[src/rtl/glitch_pkg.sv]
package glitch_pkg;

    typedef enum logic [1:0] {
        TAP_FINE   = 2'd0,
        TAP_MID    = 2'd1,
        TAP_SLOW   = 2'd2,
        TAP_SLOWER = 2'd3
    } tap_e;

    localparam int NUM_TAPS = 4;
    localparam int DLY_W    = 3;
    localparam int SPAN_MUL = 3;
    localparam int CNT_W    = $clog2(((1 << DLY_W) - 1) * SPAN_MUL + 1);

    typedef logic [CNT_W-1:0] span_t;

    typedef struct packed {
        logic  level;
        span_t seen;
    } filt_state_t;

    function automatic span_t hold_span(input logic [DLY_W-1:0] d);
        return span_t'(d) * span_t'(SPAN_MUL);
    endfunction

endpackage

[src/rtl/line_sync.sv]
module line_sync (
    input  logic clk,
    input  logic rst,
    input  logic d,
    output logic q
);
    logic [1:0] stages;

    always_ff @(posedge clk) begin
        if (rst) stages <= 2'b11;
        else     stages <= {stages[0], d};
    end

    assign q = stages[1];
endmodule

[src/rtl/tick_chain.sv]
module tick_chain
    import glitch_pkg::*;
#(
    parameter int BASE_DIV    = 3,
    parameter int FIRST_RATIO = 8,
    parameter int DECADE      = 10
) (
    input  logic                clk,
    input  logic                rst,
    output logic [NUM_TAPS-1:0] ticks
);
    localparam int BW = (BASE_DIV > 1) ? $clog2(BASE_DIV) : 1;

    logic [BW-1:0] base_cnt;

    always_ff @(posedge clk) begin
        if (rst)          base_cnt <= '0;
        else if (ticks[0]) base_cnt <= '0;
        else              base_cnt <= base_cnt + 1'b1;
    end

    assign ticks[0] = (base_cnt == BW'(BASE_DIV - 1));

    for (genvar i = 1; i < NUM_TAPS; i++) begin : g_stage
        localparam int RATIO = (i == 1) ? FIRST_RATIO : DECADE;
        localparam int SW    = (RATIO > 1) ? $clog2(RATIO) : 1;
        logic [SW-1:0] cnt;

        always_ff @(posedge clk) begin
            if (rst) cnt <= '0;
            else if (ticks[i-1]) begin
                if (cnt == SW'(RATIO - 1)) cnt <= '0;
                else                       cnt <= cnt + 1'b1;
            end
        end

        assign ticks[i] = ticks[i-1] && (cnt == SW'(RATIO - 1));

        AST_TICK_NESTED: assert property (@(posedge clk) disable iff (rst)
            ticks[i] |-> ticks[i-1]);
    end
endmodule

[src/rtl/level_filter.sv]
module level_filter
    import glitch_pkg::*;
(
    input  logic             clk,
    input  logic             rst,
    input  logic             din,
    input  logic             tick,
    input  logic [DLY_W-1:0] dly,
    output logic             level
);
    filt_state_t st;
    span_t       target;

    assign target = hold_span(dly);

    always_ff @(posedge clk) begin
        if (rst) begin
            st <= '{level: 1'b1, seen: '0};
        end else if (din == st.level) begin
            st.seen <= '0;
        end else if (dly == '0) begin
            st.level <= din;
            st.seen  <= '0;
        end else if (tick) begin
            if ((st.seen + 1'b1) >= target) begin
                st.level <= din;
                st.seen  <= '0;
            end else begin
                st.seen <= st.seen + 1'b1;
            end
        end
    end

    assign level = st.level;

    AST_RESET_IDLE: assert property (@(posedge clk)
        rst |=> level);

    AST_ZERO_DELAY_FOLLOW: assert property (@(posedge clk) disable iff (rst)
        (dly == '0) |=> (level == $past(din)));

    AST_HOLD_WITHOUT_TICK: assert property (@(posedge clk) disable iff (rst)
        ((dly != '0) && !tick) |=> $stable(level));
endmodule

[src/rtl/line_glitch_filter.sv]
module line_glitch_filter
    import glitch_pkg::*;
#(
    parameter int BASE_DIV    = 3,
    parameter int FIRST_RATIO = 8,
    parameter int DECADE      = 10
) (
    input  logic       clk,
    input  logic       rst,
    input  logic       soft_rst,
    input  logic       line_raw,
    input  logic [1:0] tick_sel,
    input  logic [2:0] dly,
    output logic       line_clean
);
    logic                rst_any;
    logic                line_sync_q;
    logic [NUM_TAPS-1:0] ticks;
    tap_e                tap;
    logic                tick_hit;

    assign rst_any  = rst | soft_rst;
    assign tap      = tap_e'(tick_sel);
    assign tick_hit = ticks[tap];

    line_sync u_sync (
        .clk (clk),
        .rst (rst_any),
        .d   (line_raw),
        .q   (line_sync_q)
    );

    tick_chain #(
        .BASE_DIV    (BASE_DIV),
        .FIRST_RATIO (FIRST_RATIO),
        .DECADE      (DECADE)
    ) u_ticks (
        .clk   (clk),
        .rst   (rst_any),
        .ticks (ticks)
    );

    level_filter u_filt (
        .clk   (clk),
        .rst   (rst_any),
        .din   (line_sync_q),
        .tick  (tick_hit),
        .dly   (dly),
        .level (line_clean)
    );

    AST_SOFT_RESET_IDLE: assert property (@(posedge clk)
        soft_rst |=> line_clean);
endmodule

[config.mk]
export PLATFORM = sky130hd
export DESIGN_NAME = line_glitch_filter
export DESIGN_NICKNAME = d
export VERILOG_FILES = /design/src/rtl/glitch_pkg.sv /design/src/rtl/line_sync.sv /design/src/rtl/tick_chain.sv /design/src/rtl/level_filter.sv /design/src/rtl/line_glitch_filter.sv
export SDC_FILE = /design/constraint.sdc
export NUM_CORES = 1
export LEC_CHECK = 0
export BUFFER_PORTS_ARGS = -buffer_cell sky130_fd_sc_hd__buf_2
export CAP_MARGIN = 20
export CELL_PAD_IN_SITES_DETAIL_PLACEMENT = 0
export CELL_PAD_IN_SITES_GLOBAL_PLACEMENT = 1
export CORE_ASPECT_RATIO = 0.5
export CORE_UTILIZATION = 42
export DETAILED_ROUTE_END_ITERATION = 10
export PLACE_DENSITY_LB_ADDON = 0.12
export SLEW_MARGIN = 20
export SYNTH_ARGS = -nofsm -noshare
export SYNTH_HDL_FRONTEND = slang
export SYNTH_SLANG_ARGS = --single-unit
[constraint.sdc]
create_clock -name clk -period 2.65 [get_ports clk]
set_input_delay 0.53 -clock clk [delete_from_list [all_inputs] [get_ports clk]]
set_output_delay 0.53 -clock clk [all_outputs]
set_load 0.005 [all_outputs]
==> impl_metrics.json <==
{
  "die_w_um": 78.80,
  "yosysSeqAreaShare": 0.3394,
  "seq_area_um2": 420.4,
  "power_frac_comb": 0.083,
  "first_global_vias": 759,
  "ys_types": 34,
  "grt-ovfl-total": 0,
  "post_drt_wl_per_cell_um": 10.72,
  "drt-vias-per-instance": 4.935,
  "yosysWarnings": 0,
  "initial_utilization": 0.4588,
  "die_h_um": 40.40,
  "finalNetCount": 172,
  "p_leak_nw": 0.5122,
  "tns_ns": 0,
  "worst_hold_path_type": "flop to flop",
  "multi_input_area_um2": 735.7,
  "antenna_found_initial": 0,
  "clock_path_buffers": 2,
  "routed_wl_mm": 1.993,
  "grt_max_degree": 16,
  "synth_top_cell_by_area": "dfxtp_1",
  "cts_resized": 0,
  "fin_crit_sh": 0.8803,
  "hold_buffers": 0,
  "gp_congestion": 0.6697,
  "h-tree-depth": 1,
  "clockRootBuffer": "clkbuf_8",
  "grt_pass1_wl_mm": 3.429,
  "setup_violations": 0,
  "area_growth_pct": 8.586,
  "syn_area_um2": 1239,
  "cts_tree": "built",
  "p_seq_frac": 0.552,
  "core_um2": 2700,
  "post-cts-setup-buffers": 0,
  "pwr_density_cell_nw_per_um2": 429.6,
  "antenna_cells": 0,
  "fin_skew_ns": 0.001758,
  "synth_seq_cells": 21,
  "p_sw_w": 0.0001324,
  "hold_viol_final": 0,
  "critPathLaunchType": "input pin",
  "hpwl_mm": 1.538,
  "worstPathRequired_ns": 2.84,
  "dr.pass1.iters": 4,
  "critPathKind": "input pin to flop",
  "slew_headroom": 0.6445,
  "fp-row-count": 13,
  "netlist_instances": 140,
  "drt_drc_violations_left": 0,
  "swShare": 0.2291,
  "cts.clk_slew.worst_paths_ns": 0.08,
  "yosysTopAreaCellShare": 0.3394,
  "clk_latency_ns": 0.26,
  "synth.top_cells.by_area": "dfxtp_1, ha_1, inv_1",
  "cts_buffers": 3,
  "routed-via-count": 918,
  "finalHoldWorstSlack_ns": 0.4073,
  "synth_area_per_cell_um2": 8.848,
  "fill_cells": 281,
  "worstPathArrival_ns": 2.52,
  "antenna_left": 0,
  "io_pins": 10,
  "power.internal_w": 0.0004455,
  "drt_iter0_drc": 28,
  "track_usage": 0.1461,
  "end_kind": "flop",
  "rsz0062_at_grt": "no",
  "crit_fanout": 6,
  "maxCapViolations": 0,
  "cts.sinks": 21,
  "p_clk_frac": 0.365,
  "tightest_slew_ns": 0.5333,
  "synth_nets": 162,
  "min_period_ns": 2.333,
  "dieArea_um2": 3184,
  "io_buffer_count": 9,
  "max_freq_mhz": 428.7,
  "drive_gt1_frac": 0.1342,
  "irDropWorstVdd_mv": 0.1761,
  "drv_slew": 0,
  "status": "finished, final reports clean"
}
==> critical path, cell delays in order <==
cell,delay (ns)
buf_2,0.13
ha_1,0.19
fa_1,0.47
inv_1,0.04
ha_1,0.28
a211oi_1,0.22
o21ai_1,0.13
a21oi_2,0.27
nand3_1,0.11
a21oi_1,0.14
==> cell families (layout without fill, tap and decap cells) <==
logic type               count (synthesis)  after routing  share of synthesized area
AND/OR/NAND/NOR                         52             52                     0.2404
AO/OA/AOI/OAI                           25             25                     0.1364
flip-flops                              21             21                     0.3394
buffers and inverters                   18             27                    0.06667
adder cells (fa/ha/maj)                 13             13                     0.1374
XOR/XNOR                                 9              9                    0.06363
multiplexers                             2              2                    0.01616
==> Yosys cell counts <==
cell type and count:
a211oi_1 2, a21boi_1 2, a21o_1 1, a21oi_1 10, a21oi_2 1, a31o_4 1
and3_1 1, buf_6 2, clkbuf_1 2, dfxtp_1 21, fa_1 1, ha_1 12
inv_1 14, mux2i_1 2, nand2_1 6, nand3_1 10, nand3_4 1, nand4_1 1
nand4b_1 1, nor2_1 11, nor2b_1 3, nor2b_2 1, nor3_1 5, nor3b_1 2
nor3b_4 1, o21a_2 1, o21ai_0 4, o21ai_1 2, o41ai_2 1, or2_1 5
or2b_2 1, or3_1 3, xnor2_1 4, xor2_1 5
==> cell usage in the layout (no fill, tap or decap), drive strengths merged, types with 2 or more instances in the layout <==
master,netlist,routed
nor2,11,11
inv,14,14
nor2b,4,4
buf,2,9
a21oi,11,11
or3,3,3
ha,12,12
a21boi,2,2
nand3,11,11
xnor2,4,4
nand2,6,6
nor3,5,5
xor2,5,5
or2,5,5
mux2i,2,2
clkbuf,2,4
a211oi,2,2
o21ai,6,6
nor3b,3,3
dfxtp,21,21
==> cell type report <==
type | count | area share
clock buffers | 4 | 0.03349
inverters | 14 | 0.03907
multi-input cells | 101 | 0.5470
flip-flops and latches | 21 | 0.3126
well taps | 37 | 0.03442
repair buffers | 9 | 0.03349
==> per-layer routing <==
metal | vias up | routed length (µm) | global-route usage | share of wire
li1 | 492 | - | - | -
met5 | - | 0 | 0 | 0
met4 | 0 | 8 | 0.04167 | 0.0040
met3 | 2 | 57 | 0.04773 | 0.029
met1 | 416 | 1133 | 0.1963 | 0.57
met2 | 8 | 795 | 0.2261 | 0.40
==> power by group through the flow <==
stage	clock network [W]	registers (W)	logic, W
3_5_place_dp	0	0.000326	0.0000491
4_1_cts	0.000219	0.000319	0.0000488
2_1_floorplan	0	0.000326	0.0000338
3_3_place_gp	0	0.000326	0.0000479
6_report	0.000211	0.000319	0.0000479
5_1_grt	0.000237	0.000319	0.0000560
==> through the flow <==
| stage | area (µm²) | utilization | cells | total power, W | setup WS, ns |
|---|---|---|---|---|---|
| after CTS | 1345 | 0.4981 | 186 | 0.0005870 | 0.3014 |
| final | 1345 | 0.4981 | 186 | 0.0005779 | 0.3173 |
| after global routing | 1345 | 0.4981 | 186 | 0.0006125 | 0.1222 |
| after detailed placement | 1300 | 0.4815 | 182 | 0.0003754 | 0.01931 |
| after floorplan | 1239 | - | 140 | 0.0003599 | 0.2646 |
| after global placement | 1300 | 0.4815 | 182 | 0.0003742 | 0.05312 |
==> state kept, by name, summed over array words and instances, names as in the netlist <==
register	cells
u_ticks.g_stage.cnt	11
u_filt.st	5
u_sync.stages	2
u_ticks.base_cnt	2
u_filt.level	1
==> path summary, 6_finish.rpt <==
kind,start,end,slack [ns],cells after the start
min reg2reg,u_sync.stages[0]$_SDFF_PP1_,u_sync.stages[1]$_SDFF_PP1_,0.41,1
min,u_sync.stages[0]$_SDFF_PP1_,u_sync.stages[1]$_SDFF_PP1_,0.41,1
max reg2reg,u_filt.st[0]$_SDFFE_PP0N_,u_filt.st[3]$_SDFFE_PP0N_,0.63,8
max,dly[1],u_filt.st[3]$_SDFFE_PP0N_,0.32,10
No activity file was read; power rests on OpenSTA's default activity.
